==> config.mk <==
export PLATFORM = sky130hd
export DESIGN_NAME = boot_overlay_ctrl
export DESIGN_NICKNAME = d
export VERILOG_FILES = /design/src/rtl/boot_ovl_pkg.sv /design/src/rtl/ovl_host_regs.sv /design/src/rtl/ovl_fetch_mux.sv /design/src/rtl/ovl_guard.sv /design/src/rtl/boot_overlay_ctrl.sv
export SDC_FILE = /design/constraint.sdc
export NUM_CORES = 1
export LEC_CHECK = 0
export CORE_MARGIN = 5
export CORE_UTILIZATION = 57
export CTS_CLUSTER_DIAMETER = 40
export DETAILED_ROUTE_END_ITERATION = 7
export PLACE_DENSITY = 0.88
export SLEW_MARGIN = 5
export SYNTH_ARGS = -nofsm -noshare
export SYNTH_HDL_FRONTEND = slang
export SYNTH_SLANG_ARGS = --single-unit
==> constraint.sdc <==
create_clock -name clk -period 3.2 [get_ports clk]
set_input_delay 0.64 -clock clk [delete_from_list [all_inputs] [get_ports clk]]
set_output_delay 0.64 -clock clk [all_outputs]
set_load 0.005 [all_outputs]
==> src/rtl/boot_ovl_pkg.sv <==
package boot_ovl_pkg;
    localparam int unsigned DATA_W     = 32;
    localparam int unsigned BE_W       = DATA_W / 8;
    localparam int unsigned OFS_MODE   = 0;
    localparam int unsigned OFS_START  = 1;
    localparam int unsigned OFS_WIN    = 8;
    localparam logic [15:0] GO_WORD    = 16'h8001;
endpackage

==> src/rtl/ovl_host_regs.sv <==
module ovl_host_regs
    import boot_ovl_pkg::*;
#(
    parameter int unsigned WIN_WORDS = 8,
    parameter int unsigned HOST_AW   = 5
) (
    input  logic                               clk,
    input  logic                               rst_n,
    input  logic                               host_wr_en,
    input  logic [HOST_AW-1:0]                 host_addr,
    input  logic [DATA_W-1:0]                  host_wdata,
    input  logic [BE_W-1:0]                    host_be,
    output logic [7:0]                         mode_o,
    output logic                               released_o,
    output logic [WIN_WORDS-1:0][DATA_W-1:0]   win_o,
    output logic [WIN_WORDS-1:0]               written_o
);
    typedef struct packed {
        logic [7:0]                       mode;
        logic                             released;
        logic [WIN_WORDS-1:0]             written;
        logic [WIN_WORDS-1:0][DATA_W-1:0] win;
    } regs_t;

    regs_t d, q;

    always_comb begin
        d = q;
        if (host_wr_en && !q.released) begin
            if (host_addr == HOST_AW'(OFS_MODE) && host_be[0]) begin
                d.mode = host_wdata[7:0];
            end
            if (host_addr == HOST_AW'(OFS_START) && host_be[1:0] == 2'b11
                && host_wdata[15:0] == GO_WORD) begin
                d.released = 1'b1;
            end
            for (int i = 0; i < WIN_WORDS; i++) begin
                if (host_addr == HOST_AW'(OFS_WIN + i)) begin
                    for (int b = 0; b < BE_W; b++) begin
                        if (host_be[b]) begin
                            d.win[i][b*8 +: 8] = host_wdata[b*8 +: 8];
                        end
                    end
                    if (|host_be) begin
                        d.written[i] = 1'b1;
                    end
                end
            end
        end
    end

    always_ff @(posedge clk or negedge rst_n) begin
        if (!rst_n) begin
            q <= '0;
        end else begin
            q <= d;
        end
    end

    assign mode_o     = q.mode;
    assign released_o = q.released;
    assign win_o      = q.win;
    assign written_o  = q.written;


    release_sticky_chk: assert property (@(posedge clk) disable iff (!rst_n)
        q.released |=> q.released);


    frozen_after_release_chk: assert property (@(posedge clk) disable iff (!rst_n)
        q.released |=> ($stable(q.win) && $stable(q.mode) && $stable(q.written)));


    release_cause_chk: assert property (@(posedge clk) disable iff (!rst_n)
        !q.released && !d.released |=> !q.released);
endmodule

==> src/rtl/ovl_fetch_mux.sv <==
module ovl_fetch_mux
    import boot_ovl_pkg::*;
#(
    parameter int unsigned WIN_WORDS = 8,
    parameter int unsigned FETCH_AW  = 16
) (
    input  logic                             fetch_en,
    input  logic [FETCH_AW-1:0]              fetch_addr,
    input  logic [DATA_W-1:0]                rom_rdata,
    input  logic                             ovl_on,
    input  logic [WIN_WORDS-1:0][DATA_W-1:0] win,
    input  logic [WIN_WORDS-1:0]             written,
    output logic [DATA_W-1:0]                fetch_rdata,
    output logic                             uninit_hit
);
    localparam int unsigned WIN_BYTES = WIN_WORDS * BE_W;
    localparam int unsigned IDX_W     = (WIN_WORDS > 1) ? $clog2(WIN_WORDS) : 1;

    logic             in_win;
    logic [IDX_W-1:0] idx;

    always_comb begin
        in_win      = (fetch_addr < FETCH_AW'(WIN_BYTES));
        idx         = fetch_addr[2 +: IDX_W];
        fetch_rdata = rom_rdata;
        uninit_hit  = 1'b0;
        if (ovl_on && in_win) begin
            if (written[idx]) begin
                fetch_rdata = win[idx];
            end else begin
                fetch_rdata = '0;
                uninit_hit  = fetch_en;
            end
        end
    end
endmodule

==> src/rtl/ovl_guard.sv <==
module ovl_guard (
    input  logic       clk,
    input  logic       rst_n,
    input  logic       sec_prot_wr,
    input  logic [7:0] sec_prot_wdata,
    input  logic       uninit_hit,
    output logic       disabled_o,
    output logic       uninit_o
);
    typedef struct packed {
        logic disabled;
        logic uninit;
    } guard_t;

    guard_t d, q;

    always_comb begin
        d = q;
        if (sec_prot_wr && sec_prot_wdata[0]) begin
            d.disabled = 1'b1;
        end
        if (uninit_hit) begin
            d.uninit = 1'b1;
        end
    end

    always_ff @(posedge clk or negedge rst_n) begin
        if (!rst_n) begin
            q <= '0;
        end else begin
            q <= d;
        end
    end

    assign disabled_o = q.disabled;
    assign uninit_o   = q.uninit;


    disable_sticky_chk: assert property (@(posedge clk) disable iff (!rst_n)
        q.disabled |=> q.disabled);


    disable_on_write_chk: assert property (@(posedge clk) disable iff (!rst_n)
        (sec_prot_wr && sec_prot_wdata[0]) |=> q.disabled);


    uninit_sticky_chk: assert property (@(posedge clk) disable iff (!rst_n)
        q.uninit |=> q.uninit);
endmodule

==> src/rtl/boot_overlay_ctrl.sv <==
module boot_overlay_ctrl
    import boot_ovl_pkg::*;
#(
    parameter int unsigned WIN_WORDS = 8,
    parameter int unsigned HOST_AW   = 5,
    parameter int unsigned FETCH_AW  = 16
) (
    input  logic                clk,
    input  logic                rst_n,
    input  logic                host_wr_en,
    input  logic [HOST_AW-1:0]  host_addr,
    input  logic [31:0]         host_wdata,
    input  logic [3:0]          host_be,
    output logic [7:0]          mode_byte,
    output logic [1:0]          personality,
    output logic                cpu_rst_n,
    input  logic                sec_prot_wr,
    input  logic [7:0]          sec_prot_wdata,
    input  logic                fetch_en,
    input  logic [FETCH_AW-1:0] fetch_addr,
    input  logic [31:0]         rom_rdata,
    output logic [31:0]         fetch_rdata,
    output logic                ovl_active,
    output logic                uninit_fetch
);
    logic [WIN_WORDS-1:0][DATA_W-1:0] win;
    logic [WIN_WORDS-1:0]             written;
    logic                             released;
    logic                             disabled;
    logic                             uninit_hit;

    ovl_host_regs #(.WIN_WORDS(WIN_WORDS), .HOST_AW(HOST_AW)) regs_i (
        .clk        (clk),
        .rst_n      (rst_n),
        .host_wr_en (host_wr_en),
        .host_addr  (host_addr),
        .host_wdata (host_wdata),
        .host_be    (host_be),
        .mode_o     (mode_byte),
        .released_o (released),
        .win_o      (win),
        .written_o  (written)
    );

    ovl_fetch_mux #(.WIN_WORDS(WIN_WORDS), .FETCH_AW(FETCH_AW)) mux_i (
        .fetch_en    (fetch_en),
        .fetch_addr  (fetch_addr),
        .rom_rdata   (rom_rdata),
        .ovl_on      (!disabled),
        .win         (win),
        .written     (written),
        .fetch_rdata (fetch_rdata),
        .uninit_hit  (uninit_hit)
    );

    ovl_guard guard_i (
        .clk            (clk),
        .rst_n          (rst_n),
        .sec_prot_wr    (sec_prot_wr),
        .sec_prot_wdata (sec_prot_wdata),
        .uninit_hit     (uninit_hit),
        .disabled_o     (disabled),
        .uninit_o       (uninit_fetch)
    );

    always_comb begin
        personality = 2'b00;
        if (mode_byte == 8'd1) personality = 2'b01;
        if (mode_byte == 8'd2) personality = 2'b10;
    end

    assign cpu_rst_n  = released;
    assign ovl_active = !disabled;


    fall_through_chk: assert property (@(posedge clk) disable iff (!rst_n)
        !ovl_active |-> fetch_rdata == rom_rdata);


    high_addr_chk: assert property (@(posedge clk) disable iff (!rst_n)
        (fetch_addr >= FETCH_AW'(WIN_WORDS * 4)) |-> fetch_rdata == rom_rdata);


    uninit_set_chk: assert property (@(posedge clk) disable iff (!rst_n)
        uninit_hit |=> uninit_fetch);
endmodule

==> results.toml <==
[power_and_ir_drop]
clock_power_share_pct = 42.7
p_sw_share_pct = 24.5
powerDensity_nw_per_um2 = 595
power.internal_mw = 7.43
p_comb_share_pct = 14.7
peakVddDrop_uv = 479
p_switching_mw = 2.41
total_power_mw = 9.84
p_leak_nw = 7.45
pwr-share-seq_pct = 42.6

[clock_network]
htreeDepth = 2
cts_tree = "yes"
cts_buffers = 38
cts_sinks = 275
clkLatencyLatePin_ns = 0.51
clk_pin_slew_ns = 0.05
clock_path_buffers = 3
cts-root-buf = "clkbuf_16"

[synth]
avgSynthCellArea_um2 = 15.6
synth_top_area_share_pct = 52.1
syn-cell-area_um2 = 13200
synth_top_cells_by_area = "dfrtp_1 (52%), mux2_2 (22%), mux4_2 (11%)"
async_reset_ff_share_pct = 100
yosysMostFrequentCell = "dfrtp_1"
yosysWarnings = 0
synthFlopType = "dfrtp_1"
synth_seq_cells = 275
synth_fp_nets = 950
ys_types = 33
synthesis.instances = 848
synth-edff-count = 0
synth_common_cells = "dfrtp_1 (275), mux2_2 (253), mux4_2 (66)"
yosysTopAreaCell = "dfrtp_1"
ys_seq_area_share_pct = 52.1

[floorplan]
io_pins = 147
core.rowCount = 55
start_util_pct = 58.1
die-area_um2 = 26300
die_h_um = 162
core_area_um2 = 22700
die_w_um = 162

[placement]
place_worst_setup_slack_ns = -0.863
dp_hpwl_mm = 21.2
post-place-cells = 1261
gp_congestion = 0.771
port_buffers = 137
place_area_um2 = 15200

[sta]
hold_viol = 0
fin_crit_sh_pct = 99.2
setup_viol = 0
min_period_ns = 3.17
setup_tns_ns = 0
worstMarginPinSlew_ns = 0.937
slew_headroom_pct = 37.4
slew_viol_final = 0
whs_ns = 0.140
fmax_mhz = 315
fin_skew_ns = 0.00824
worst_slack_ns = 0.0267

[worst_setup_path]
critical_path.top_delay_family = "buffers and inverters"
cp-end-kind = "output port"
worstPathArrival_ns = 2.53
max_stage_delay_ns = 0.47
slowest_stage = "o31ai_1"
path_cells = "clkdlybuf4s50_1, or4_4, buf_4, o31ai_1, o31ai_4, buf_2"
worstPathMaxFanout = 33
worstPathRequired_ns = 2.56
cp.buffers_inverters = 3
start_kind = "primary input"
critical_path_class = "primary input to output port"

[route]
drtIter0Drc = 515
avgRoutedWirePerCell_um = 24.6
drt_pass1_iterations = 6
drcViolationCount = 0
drt_wl_total_mm = 32.8
ant_nets = 0
num_vias = 8371
vias_per_cell = 6.28

[final_layout]
num-fill-cells = 1359
nets = 1120
syn_to_final_growth_pct = 25.4
final_cells = 1334
utilization_pct = 72.9
drive_above_1_share_pct = 52.3
fin_area_um2 = 16500

[flow_run]
drv_cap = 0

[global_routing]
grt_overflow = 0
grt_max_degree = 86
grt_pass1_vias = 9354
antenna_found_initial = 2
grt_pass1_wl_mm = 53.1
grt.total_usage_pct = 25.8

[worst_hold_path]
hp-class = "primary input to asynchronous set/reset pin"

[outcome]
status = "finished clean"
-- layout make-up --
type / count / area, um2 / area share (%)
inverter: 1 / 3.75 / 0.0227
clock buffer: 47 / 1090 / 6.58
multi-input combinational: 509 / 6240 / 37.7
clock inverter: 21 / 203 / 1.23
timing repair buffer: 193 / 1770 / 10.7
tap: 285 / 357 / 2.16
sequential: 275 / 6880 / 41.6
antenna: 3 / 7.51 / 0.0454
-- flip-flops by register name (all words and copies together), names as in the netlist --
register,cells
guard_i.disabled_o,1
regs_i.released_o,1
regs_i.written_o,8
guard_i.uninit_o,1
regs_i.win_o,256
regs_i.mode_o,8
-- repair_timing --
action	CTS	global route
pin swaps	16	2
resized for setup	159	15
setup endpoints to repair	32	32
buffers inserted	4	0
gates cloned	0	0
hold buffers	0	0
-- worst register-to-register path, cell delays in order, from the launching register on --
cell and delay (ns):
dfrtp_1 0.47, and3b_1 0.34, nand3_1 0.49, mux2_2 0.49
-- metal layers --
metal / wire, um / part of all wire [%] / GRT usage (%) / up-vias
met2: 17100 / 52 / 44.9 / 260
li1: - / - / - / 3636
met5: 0 / 0 / 0 / -
met1: 13400 / 41 / 33.2 / 4414
met3: 1500 / 4.6 / 4.31 / 61
met4: 809 / 2.5 / 8.42 / 0
-- cells in the final DEF, fill, tap and decap left out, drive strengths merged, types with 3 or more instances in the layout --
cell type / instances
clkdlybuf4s50: 91
bufinv: 3
clkinvlp: 6
nor3: 18
nand2: 4
dlygate4sd2: 6
nor4: 4
mux4: 66
a41o: 3
dlymetal6s2s: 4
clkinv: 11
mux2i: 33
diode: 3
dfrtp: 275
a31o: 7
nor3b: 4
mux2: 264
o31ai: 64
buf: 92
and3b: 5
nand3: 17
nor2: 3
clkbuf: 47
nand3b: 5
or4: 3
-- worst paths after layout --
path | startpoint | cells after the start | end | slack (ns)
hold / removal | rst_n | 1 | regs_i.win_o[84] | 0.14
hold reg to reg | regs_i.written_o[5] | 1 | regs_i.written_o[5] | 0.46
max in group asynchronous | rst_n | 2 | regs_i.win_o[178] | 2.28
setup / recovery | fetch_addr[6] | 6 | fetch_rdata[20] | 0.03
setup reg to reg | regs_i.released_o | 3 | regs_i.win_o[141] | 1.30
min in group clk | regs_i.written_o[5] | 1 | regs_i.written_o[5] | 0.46
-- cell families after synthesis --
family	synth area share, %
multiplexers	36.3
AND/OR/NAND/NOR	3.88
buffers and inverters	2.21
AO/OA/AOI/OAI	5.47
flip-flops	52.1
-- power groups by stage --
stage | combinational [mW] | sequential, mW | clock, mW
final | 1.45 | 4.19 | 4.20
after global routing | 1.57 | 4.24 | 4.43
after CTS | 1.45 | 4.19 | 4.27
after detailed placement | 1.42 | 4.23 | 0
after global placement | 1.37 | 4.20 | 0
after floorplan | 0.901 | 4.15 | 0
Note: power is estimated with default switching activity, not from simulation.
